--- config.mk ---
export PLATFORM = sky130hd
export DESIGN_NAME = wdog_ldev
export DESIGN_NICKNAME = d
export VERILOG_FILES = /design/src/rtl/wdog_pkg.sv /design/src/rtl/wdog_regs.sv /design/src/rtl/wdog_tick.sv /design/src/rtl/wdog_core.sv /design/src/rtl/wdog_ldev.sv
export SDC_FILE = /design/constraint.sdc
export NUM_CORES = 1
export LEC_CHECK = 0
export BUFFER_PORTS_ARGS = -buffer_cell sky130_fd_sc_hd__clkbuf_2
export CAP_MARGIN = 20
export CORE_ASPECT_RATIO = 0.5
export CORE_MARGIN = 5
export CORE_UTILIZATION = 45
export CTS_BUF_LIST = sky130_fd_sc_hd__clkbuf_4
export DETAILED_ROUTE_END_ITERATION = 8
export PLACE_DENSITY = 0.61
export SYNTH_ARGS = -nofsm -noshare
export SYNTH_HDL_FRONTEND = slang
export SYNTH_HIERARCHICAL = 1
export SYNTH_SLANG_ARGS = --single-unit
--- constraint.sdc ---
create_clock -name clk -period 3.2 [get_ports clk]
set_input_delay 0.48 -clock clk [delete_from_list [all_inputs] [get_ports clk]]
set_output_delay 0.48 -clock clk [all_outputs]
set_load 0.02 [all_outputs]
--- src/rtl/wdog_pkg.sv ---
package wdog_pkg;

    // Register indices inside the logical device (decoded by the index/data front end)
    localparam logic [7:0] A_LDEV   = 8'h30;
    localparam logic [7:0] A_OUTCTL = 8'hF0;
    localparam logic [7:0] A_CONF   = 8'hF5;
    localparam logic [7:0] A_COUNT  = 8'hF6;

    // Bit positions inside the configuration register
    localparam int B_EN_STS = 5;
    localparam int B_PULSE  = 4;
    localparam int B_UNIT   = 3;
    localparam int B_GATE   = 7;

    typedef struct packed {
        logic       ldev_en;
        logic       gate;
        logic       wd_en;
        logic       pulse;
        logic       minutes;
        logic [1:0] pw_sel;
    } wd_cfg_t;

endpackage

--- src/rtl/wdog_regs.sv ---
module wdog_regs
    import wdog_pkg::*;
(
    input  logic       clk,
    input  logic       rst_n,
    input  logic       wr,
    input  logic [7:0] addr,
    input  logic [7:0] wdata,
    input  logic       sts,
    input  logic [7:0] count,
    output logic [7:0] rdata,
    output wd_cfg_t    cfg,
    output logic       load_cnt,
    output logic       clr_sts
);

    wd_cfg_t cfg_d, cfg_q;

    always_comb begin
        cfg_d    = cfg_q;
        load_cnt = 1'b0;
        clr_sts  = 1'b0;
        if (wr) begin
            case (addr)
                A_LDEV:   cfg_d.ldev_en = wdata[0];
                A_OUTCTL: cfg_d.gate    = wdata[B_GATE];
                A_CONF: begin
                    cfg_d.wd_en   = wdata[B_EN_STS];
                    cfg_d.pulse   = wdata[B_PULSE];
                    cfg_d.minutes = wdata[B_UNIT];
                    cfg_d.pw_sel  = wdata[1:0];
                    clr_sts       = wdata[B_EN_STS];
                end
                A_COUNT:  load_cnt = 1'b1;
                default:  ;
            endcase
        end
    end

    always_comb begin
        case (addr)
            A_LDEV:   rdata = {7'b0, cfg_q.ldev_en};
            A_OUTCTL: rdata = {cfg_q.gate, 7'b0};
            A_CONF:   rdata = {2'b0, sts, cfg_q.pulse, cfg_q.minutes, 1'b0, cfg_q.pw_sel};
            A_COUNT:  rdata = count;
            default:  rdata = 8'h00;
        endcase
    end

    always_ff @(posedge clk or negedge rst_n) begin
        if (!rst_n) cfg_q <= '0;
        else        cfg_q <= cfg_d;
    end

    assign cfg = cfg_q;

    // a configuration write without bit 5 leaves the enable cleared or set as written
    p_cfg_write_r9: assert property (@(posedge clk) disable iff (!rst_n)
        (wr && addr == A_CONF) |=> (cfg_q.wd_en == $past(wdata[B_EN_STS])));

endmodule

--- src/rtl/wdog_tick.sv ---
module wdog_tick #(
    parameter int CLK_PER_MS  = 33333,
    parameter int MS_PER_SEC  = 1000,
    parameter int SEC_PER_MIN = 60
) (
    input  logic clk,
    input  logic rst_n,
    input  logic run,
    input  logic restart,
    input  logic minutes,
    output logic ms_tick,
    output logic unit_tick
);

    localparam int MSW = (CLK_PER_MS  > 1) ? $clog2(CLK_PER_MS)  : 1;
    localparam int SW  = (MS_PER_SEC  > 1) ? $clog2(MS_PER_SEC)  : 1;
    localparam int MW  = (SEC_PER_MIN > 1) ? $clog2(SEC_PER_MIN) : 1;

    typedef struct packed {
        logic [MSW-1:0] ms;
        logic [SW-1:0]  sec;
        logic [MW-1:0]  mn;
    } tick_st_t;

    tick_st_t s_d, s_q;
    logic sec_t, min_t;

    always_comb begin
        s_d     = s_q;
        ms_tick = 1'b0;
        sec_t   = 1'b0;
        min_t   = 1'b0;
        if (!run || restart) begin
            s_d = '0;
        end else begin
            ms_tick = (s_q.ms == MSW'(CLK_PER_MS - 1));
            s_d.ms  = ms_tick ? '0 : s_q.ms + 1'b1;
            if (ms_tick) begin
                sec_t   = (s_q.sec == SW'(MS_PER_SEC - 1));
                s_d.sec = sec_t ? '0 : s_q.sec + 1'b1;
            end
            if (sec_t) begin
                min_t  = (s_q.mn == MW'(SEC_PER_MIN - 1));
                s_d.mn = min_t ? '0 : s_q.mn + 1'b1;
            end
        end
        unit_tick = minutes ? min_t : sec_t;
    end

    always_ff @(posedge clk or negedge rst_n) begin
        if (!rst_n) s_q <= '0;
        else        s_q <= s_d;
    end

    // no tick of any kind while the timer is stopped
    p_no_tick_idle_r4: assert property (@(posedge clk) disable iff (!rst_n)
        !run |-> !ms_tick && !unit_tick);

endmodule

--- src/rtl/wdog_core.sv ---
module wdog_core #(
    parameter int PCW  = 13,
    parameter int PW_0 = 1,
    parameter int PW_1 = 25,
    parameter int PW_2 = 125,
    parameter int PW_3 = 5000
) (
    input  logic       clk,
    input  logic       rst_n,
    input  logic       run,
    input  logic       wd_en,
    input  logic       load_cnt,
    input  logic [7:0] load_val,
    input  logic       clr_sts,
    input  logic       pulse_mode,
    input  logic [1:0] pw_sel,
    input  logic       ms_tick,
    input  logic       unit_tick,
    output logic [7:0] count,
    output logic       sts,
    output logic       req
);

    typedef struct packed {
        logic [7:0]     cnt;
        logic           sts;
        logic           req;
        logic [PCW-1:0] pcnt;
    } core_st_t;

    core_st_t s_d, s_q;
    logic     fire;

    function automatic logic [PCW-1:0] pw_of(input logic [1:0] sel);
        case (sel)
            2'd0:    return PCW'(PW_0);
            2'd1:    return PCW'(PW_1);
            2'd2:    return PCW'(PW_2);
            default: return PCW'(PW_3);
        endcase
    endfunction

    always_comb begin
        s_d  = s_q;
        fire = 1'b0;
        if (load_cnt) begin
            // keepalive: reload takes priority over a coincident final decrement
            s_d.cnt  = load_val;
            s_d.req  = 1'b0;
            s_d.pcnt = '0;
        end else if (run && unit_tick && s_q.cnt != 8'd0) begin
            s_d.cnt = s_q.cnt - 8'd1;
            if (s_q.cnt == 8'd1) begin
                fire     = 1'b1;
                s_d.req  = 1'b1;
                s_d.pcnt = pw_of(pw_sel);
            end
        end else if (s_q.req) begin
            if (!wd_en) begin
                s_d.req = 1'b0;
            end else if (pulse_mode && ms_tick) begin
                s_d.pcnt = s_q.pcnt - 1'b1;
                if (s_q.pcnt <= PCW'(1)) s_d.req = 1'b0;
            end
        end
        // expiry flag: set wins over a same-cycle clear
        if (fire)         s_d.sts = 1'b1;
        else if (clr_sts) s_d.sts = 1'b0;
    end

    always_ff @(posedge clk or negedge rst_n) begin
        if (!rst_n) s_q <= '0;
        else        s_q <= s_d;
    end

    assign count = s_q.cnt;
    assign sts   = s_q.sts;
    assign req   = s_q.req;

    p_fire_sets_r5: assert property (@(posedge clk) disable iff (!rst_n)
        fire |=> (s_q.sts && s_q.req && s_q.cnt == 8'd0));

    p_hold_stopped_r4: assert property (@(posedge clk) disable iff (!rst_n)
        (!run && !load_cnt) |=> $stable(s_q.cnt));

    p_level_hold_r6: assert property (@(posedge clk) disable iff (!rst_n)
        (s_q.req && !pulse_mode && wd_en && !load_cnt) |=> s_q.req);

    p_sticky_r9: assert property (@(posedge clk) disable iff (!rst_n)
        (s_q.sts && !clr_sts) |=> s_q.sts);

    p_zero_idle_r10: assert property (@(posedge clk) disable iff (!rst_n)
        (s_q.cnt == 8'd0 && !load_cnt) |=> !$rose(s_q.sts));

    p_reload_wins_r11: assert property (@(posedge clk) disable iff (!rst_n)
        load_cnt |=> (s_q.cnt == $past(load_val) && !s_q.req));

    p_pulse_bound_r7: assert property (@(posedge clk) disable iff (!rst_n)
        (s_q.req && pulse_mode) |-> s_q.pcnt != '0);

endmodule

--- src/rtl/wdog_ldev.sv ---
module wdog_ldev
    import wdog_pkg::*;
#(
    parameter int CLK_PER_MS  = 33333,
    parameter int MS_PER_SEC  = 1000,
    parameter int SEC_PER_MIN = 60,
    parameter int PW_0        = 1,
    parameter int PW_1        = 25,
    parameter int PW_2        = 125,
    parameter int PW_3        = 5000
) (
    input  logic       clk,
    input  logic       rst_n,
    input  logic       dev_wr,
    input  logic [7:0] dev_addr,
    input  logic [7:0] dev_wdata,
    output logic [7:0] dev_rdata,
    output logic       wdt_rst_n
);

    localparam int PW_A = (PW_0 > PW_1) ? PW_0 : PW_1;
    localparam int PW_B = (PW_2 > PW_3) ? PW_2 : PW_3;
    localparam int PMAX = (PW_A > PW_B) ? PW_A : PW_B;
    localparam int PCW  = $clog2(PMAX + 1);

    wd_cfg_t    cfg;
    logic       load_cnt, clr_sts, run, ms_tick, unit_tick, sts, req;
    logic [7:0] count;

    assign run = cfg.ldev_en & cfg.wd_en;

    wdog_regs u_regs (
        .clk      (clk),
        .rst_n    (rst_n),
        .wr       (dev_wr),
        .addr     (dev_addr),
        .wdata    (dev_wdata),
        .sts      (sts),
        .count    (count),
        .rdata    (dev_rdata),
        .cfg      (cfg),
        .load_cnt (load_cnt),
        .clr_sts  (clr_sts)
    );

    wdog_tick #(
        .CLK_PER_MS  (CLK_PER_MS),
        .MS_PER_SEC  (MS_PER_SEC),
        .SEC_PER_MIN (SEC_PER_MIN)
    ) u_tick (
        .clk       (clk),
        .rst_n     (rst_n),
        .run       (run),
        .restart   (load_cnt),
        .minutes   (cfg.minutes),
        .ms_tick   (ms_tick),
        .unit_tick (unit_tick)
    );

    wdog_core #(
        .PCW  (PCW),
        .PW_0 (PW_0),
        .PW_1 (PW_1),
        .PW_2 (PW_2),
        .PW_3 (PW_3)
    ) u_core (
        .clk        (clk),
        .rst_n      (rst_n),
        .run        (run),
        .wd_en      (cfg.wd_en),
        .load_cnt   (load_cnt),
        .load_val   (dev_wdata),
        .clr_sts    (clr_sts),
        .pulse_mode (cfg.pulse),
        .pw_sel     (cfg.pw_sel),
        .ms_tick    (ms_tick),
        .unit_tick  (unit_tick),
        .count      (count),
        .sts        (sts),
        .req        (req)
    );

    assign wdt_rst_n = ~(req & cfg.gate);

    // a raised request with the gate closed never reaches the pin
    p_gate_r8: assert property (@(posedge clk) disable iff (!rst_n)
        (req && !cfg.gate) |-> wdt_rst_n);

endmodule

Yosys cells after proc, flatten, opt, wreduce, memory -nomap -nowiden:

Index checks and enable logic that the tools add are counted.

* bits in registers: 62
* input port bits: 19
* output and inout bits: 9

* $add $sub $neg: 5
* $lt $le $gt $ge: 1
* equal/unequal tests: 11
* multiplexer cells: 34
* bitwise operators: 3
* reduce and logical (&&, ||, !) cells: 18

Operator list (count)
* two-way mux 14 bit: 5
* case mux 13 bit (3 select lines): 1
* two-way mux 32 bit: 1
* case mux 8 bit (4 select lines): 1
* equality test 8 bit (second input constant): 3
* two-way mux 10 bit: 2
* two-way mux 1 bit: 18
* adder 16 x 1 -> 16 bit (second input constant): 1
* equality test 16 bit (second input constant): 1
* two-way mux 16 bit: 1
* two-way mux 8 bit: 2
* less-or-equal comparator 13 x 1 -> 1 bit (second input constant): 1
* two-way mux 13 bit: 1
* subtractor 13 x 1 -> 13 bit (second input constant): 1
* two-way mux 6 bit: 2
* adder 10 x 1 -> 10 bit (second input constant): 1
* equality test 10 bit (second input constant): 1
* nonzero test 3 bit: 3
* equality test 8 x 1 -> 1 bit (second input constant): 1
* equality test 8 x 6 -> 1 bit (second input constant): 1
* nonzero test 2 bit: 4
* nonzero test 8 bit: 1
* subtractor 8 x 1 -> 8 bit (second input constant): 1
* adder 6 x 1 -> 6 bit (second input constant): 1
* other kinds (12): 17

Longest topological paths before layout:

* depth in word-level cells: 13
* depth in mapped cells: 12

Modules after synthesis:

The synthesis kept the hierarchy.

Modules (own cells, without submodules)
* wdog_tick: instances 1, cells each 193, area an instance 1861.8 um^2, seq. area each 800.8 um^2
* wdog_core: instances 1, cells each 185, area an instance 1577.8 um^2, seq. area each 575.6 um^2
* wdog_regs: instances 1, cells each 38, area an instance 469.2 um^2, seq. area each 175.2 um^2
* wdog_ldev: instances 1, cells each 2, area an instance 10.0 um^2, seq. area each 0.0 um^2

Least setup slack after synthesis:

OpenSTA, ideal clock, no wires.

* kind: input to register
* start point: input dev_addr[6]
* end point: register u_core.s_q, in the netlist u_core/count[2]
* library setup time: 0.083 ns
* arrival: 2.870 ns
* required time: 3.117 ns
* path slack: 0.247 ns
* cell stages on the path: 12
* path buffers: 3
* cell sequence: and4_4 buf_6 and3_2 nand2b_1 clkdlybuf4s18_2 a2111oi_0 nand2_1 a31oi_2 clkbuf_1 nand2_1 xor2_1 o21ai_0

* longest elaborated chain between the ends: 9

RTL lines
* start: declaration: line wdog_ldev.sv:15 `input logic [7:0] dev_addr,`
* equality test 8 bit (*): line wdog_regs.sv:24 `case (addr)`
* two-way mux 1 bit (*): line wdog_regs.sv:24
* two-way mux 1 bit (*): line wdog_regs.sv:23 `if (wr) begin`
* via load_cnt: line wdog_ldev.sv:27 `logic load_cnt, clr_sts, run, ms_tick, unit_tick, sts, req;`
* logical OR 1 bit (*): line wdog_tick.sv:33 `if (!run || restart) begin`
* two-way mux 1 bit: line wdog_tick.sv:33
* two-way mux 1 bit (*): line wdog_tick.sv:47 `unit_tick = minutes ? min_t : sec_t;`
* via unit_tick: line wdog_ldev.sv:27
* logical AND 1 bit (*) (2 in a row): line wdog_core.sv:51 `end else if (run && unit_tick && s_q.cnt != 8'd0) begin`
* nonzero test 2 bit (no line) (*)
* end signal: assignment: line wdog_core.sv:72 `if (!rst_n) s_q <= '0;`
* end signal: assignment: line wdog_core.sv:73 `else s_q <= s_d;`
* end: declaration: line wdog_core.sv:31 `core_st_t s_d, s_q;`

The timed path passes the listed nets; every way through them passes the cells marked *.
A chain may end at the register's enable or synchronous reset.

Worst setup path in the final report:

* start point: register u_tick/s_q[6] (netlist name)
* end point: register u_core/s_q[9] (netlist name)

* longest elaborated chain between the ends: 10

RTL lines
* start: declaration: line wdog_tick.sv:25 `tick_st_t s_d, s_q;`
* start signal: assignment: line wdog_tick.sv:51 `if (!rst_n) s_q <= '0;`
* start signal: assignment: line wdog_tick.sv:52 `else s_q <= s_d;`
* equality test 10 bit (*): line wdog_tick.sv:39 `sec_t = (s_q.sec == SW'(MS_PER_SEC - 1));`
* two-way mux 1 bit (*): line wdog_tick.sv:38 `if (ms_tick) begin`
* two-way mux 1 bit (*): line wdog_tick.sv:33
* two-way mux 1 bit: line wdog_tick.sv:42 `if (sec_t) begin`
* two-way mux 1 bit: line wdog_tick.sv:33
* two-way mux 1 bit (*): line wdog_tick.sv:47
* via unit_tick: line wdog_ldev.sv:27
* logical AND 1 bit (*) (2 in a row): line wdog_core.sv:51
* != test 3 bit (no line), or another cell as far along
* AND reduction 4 bit (no line) or two-way mux 14 bit (tied branches)

The timed path passes the listed nets; every way through them passes the cells marked *. The select of a mux whose other input is x is not followed.

==> flow_metrics.py <==
metrics = {
    "global_route": {
        "gr-total-overflow": 0,
        "grt_util_met2_pct": 28.0,
        "grt_use_met3_pct": 5.45,
        "first_global_vias": 3082,
        "grt_max_degree": 63,
        "antenna_found_initial": 0,
        "grt_first_pass_wirelength_um": 15600,
        "grtUsageMet1_pct": 24.5,
        "grt-busiest-layer": "met2",
        "grt.total_usage_pct": 17.9,
    },
    "detailed_routing": {
        "drc_errors": 0,
        "vias": 3298,
        "ant_nets": 0,
        "routed_wirelength_um": 9240,
        "wl_per_cell_um": 16.3,
        "drt-initial-drc-count": 228,
        "viasPerCell": 5.83,
        "first_pass_iters": 5,
    },
    "critical_path": {
        "path_cells": "ha_1 -> nand4b_1 -> or3_1 -> a2111oi_1 -> nand2_1 -> or4_4 -> o21a_2 -> o21ai_0",
        "cp_slowest_stage_delay_ns": 0.60,
        "startpoint_type": "flip-flop",
        "r2r_cells": 8,
        "worstSetupEndpointType": "flip-flop",
        "crit_path_top_delay_cell": "or4_4",
        "critPathLaunch": "u_tick/s_q[6]$_DFFE_PN0P_",
        "crit_fanout": 8,
        "crit-reg2reg-launch": "u_tick/s_q[6]$_DFFE_PN0P_",
        "r2r_setup_slack_ns": 0.22,
        "path_class": "reg2reg",
        "required_ns": 3.53,
        "rr_endpoint": "u_core/s_q[9]$_DFFE_PN0P_",
        "critical_path_arrival_ns": 3.31,
    },
    "final_layout": {
        "syn2layout_area_growth_pct": 9.67,
        "diodes": 0,
        "final_common_cell": "dfrtp_1",
        "design_area_um2": 4300,
        "layout.nets": 475,
        "mostFrequentLayoutCells": "dfrtp_1, o21ai_0, nor2_1",
        "drive_gt1_share_pct": 17.6,
    },
    "die": {
        "row_count": 24,
        "initial_core_util_pct": 45.6,
        "io_pins": 28,
        "coreArea_um2": 8590,
        "dieArea_um2": 10800,
        "die-height_um": 76.0,
        "die_w_um": 142,
    },
    "placement": {
        "port_buffers": 27,
        "placed_cell_area_um2": 4110,
        "place_hpwl_um": 6440,
        "place_congestion": 0.826,
    },
    "sta": {
        "fin_hold_ws_ns": 0.212,
        "worstMarginPinSlew_ns": 0.801,
        "slew_viol_final": 0,
        "fin_tns_setup_ns": 0,
        "hold_violations": 0,
        "skew_ns": 0.0230,
        "fin_crit_sh_pct": 93.1,
        "max_slew_margin_pct": 46.6,
        "fin_crit_ns": 2.98,
        "setup_viol": 0,
        "fmax_mhz": 336,
        "rsz0062_at_grt": "false",
    },
    "yosys": {
        "syn_area_per_cell_um2": 9.38,
        "synth_top_family_by_area": "simple AND/OR/NAND/NOR gates",
        "synth.ff_latch_count": 62,
        "yosysSeqAreaShare_pct": 39.6,
        "synth-xor-area-share_pct": 3.58,
        "synth_compound_area_share_pct": 19.0,
        "synth.distinct_cells": 73,
        "synthAdderAreaFrac_pct": 3.83,
        "synth_edf_count": 0,
        "synthArstFlopShare_pct": 100,
        "synth-simple-area-share_pct": 26.4,
        "yosysWarnings": 6,
        "ys.flop_type": "dfrtp_1",
        "netlist_area_um2": 3920,
        "syn_inst": 418,
        "muxShareOfSynthArea_pct": 2.01,
        "synth_nets": 449,
    },
    "pwr": {
        "p_per_area_nw_per_um2": 371,
        "p_leak_uw": 0.00176,
        "vdd_drop_max_uv": 173,
    },
    "clock_network": {
        "cts_tree": "built",
        "numCtsBuffers": 9,
        "cts_buffer_depth": 2,
        "postCtsHoldBufs": 0,
        "htree_levels": 3,
        "cts_root_buf": "clkbuf_4",
        "numClockSinks": 62,
        "path_clk_slew_ns": 0.12,
        "worstSkewPairLatency_ns": 0.43,
    },
    "run_status": {
        "status": "finished clean",
    },
    "job": {
        "cap_violations": 0,
    },
    "hold_path": {
        "min_path_type": "in2async",
    },
}
[power breakdown]
part	internal, µW	switching (µW)	total (µW)
clock network	409	295	704
logic	30.0	49.6	79.5
registers	795	16.1	811
[worst max path at each step]
stage | to | slack (ns) | depth (start not counted)
after global placement | u_core/s_q[9]$_DFFE_PN0P_ | 0.35 | 9
after CTS | u_core/s_q[9]$_DFFE_PN0P_ | 0.18 | 8
after global routing | u_core/s_q[0]$_DFFE_PN0P_ | 0.03 | 9
final | u_core/s_q[9]$_DFFE_PN0P_ | 0.22 | 8
after floorplan | u_core/count[2]$_DFFE_PN0P_ | 0.25 | 12
after detailed placement | u_core/s_q[9]$_DFFE_PN0P_ | 0.19 | 9
[through the flow]
| step | setup WS (ns) | total power, µW | util (%) | instances |
|---|---|---|---|---|
| floorplan | 0.247 | 868 | - | 418 |
| global placement | 0.346 | 906 | 47.8 | 549 |
| detailed placement | 0.187 | 907 | 47.8 | 549 |
| CTS | 0.185 | 1620 | 49.9 | 565 |
| global route | 0.0298 | 1670 | 50.0 | 566 |
| finish | 0.221 | 1590 | 50.0 | 566 |
[per-layer routing]
| metal | share of wire [%] | vias up |
|---|---|---|
| met5 | 0 | - |
| met4 | 0.82 | 0 |
| met3 | 4.4 | 8 |
| met2 | 47 | 74 |
| met1 | 48 | 1592 |
| li1 | - | 1624 |
[synth_stat cells (3+ instances only)]
cell | number | area share, %
and3_1 | 8 | 1.3
or3_1 | 10 | 1.6
and3_2 | 5 | 0.96
ha_1 | 12 | 3.8
nand3_1 | 15 | 1.9
nand4_1 | 13 | 2.1
o21a_1 | 3 | 0.57
and4_1 | 4 | 0.89
a31oi_1 | 5 | 0.80
a22o_1 | 5 | 1.1
clkbuf_1 | 7 | 0.67
nor3_1 | 8 | 1.0
inv_1 | 15 | 1.4
mux2_1 | 7 | 2.0
o22ai_1 | 3 | 0.48
o2bb2ai_1 | 6 | 1.3
xor2_1 | 12 | 2.7
buf_6 | 3 | 0.86
and2_1 | 8 | 1.3
dfrtp_1 | 62 | 40
nand4b_1 | 5 | 1.1
a2111oi_0 | 3 | 0.67
nor2_1 | 32 | 3.1
a21oi_1 | 21 | 2.7
nor4_1 | 6 | 0.96
or4_1 | 5 | 0.96
buf_4 | 9 | 1.7
nand3b_1 | 4 | 0.77
o21ai_0 | 36 | 4.6
xnor2_1 | 4 | 0.89
nand2_1 | 31 | 3.0
[critical path: cells and delay by family, from the launching register on]
kind            cells  cell delay [ns]
compound gates      3             0.91
fa+ha+maj           1             0.24
flops               1             0.42
simple gates        4             1.29
[cell families (layout without fill, tap and decap cells)]
| logic type | Yosys count | after routing |
|---|---|---|
| buffers and inverters | 37 | 68 |
| multiplexers | 7 | 7 |
| AND/OR/NAND/NOR | 175 | 175 |
| adder cells (fa/ha/maj) | 12 | 12 |
| AO/OA/AOI/OAI | 109 | 109 |
| XOR/XNOR | 16 | 16 |
| flip-flops | 62 | 62 |
[area by class of cell]
type,count,area (µm²)
Clock buffer,11,82.6
Clock inverter,5,97.6
Fill cell,849,4290
Inverter,15,56.3
Multi-Input combinational cell,319,2150
Sequential cell,62,1550
Tap cell,117,146
Timing Repair Buffer,37,210
[state kept, by name (all words and copies together) (netlist names)]
signal / flops
u_core/count: 8
u_core/req: 1
u_core/s_q: 13
u_core/sts: 1
u_regs/cfg: 7
u_tick/s_q: 32
[what timing repair did]
item | CTS | global route
endpoints found under the setup margin | 0 | 9
gates resized for setup | 0 | 2
hold endpoints to repair | 0 | 0
buffers inserted | 0 | 1
No activity file was read; power rests on OpenSTA's default activity.
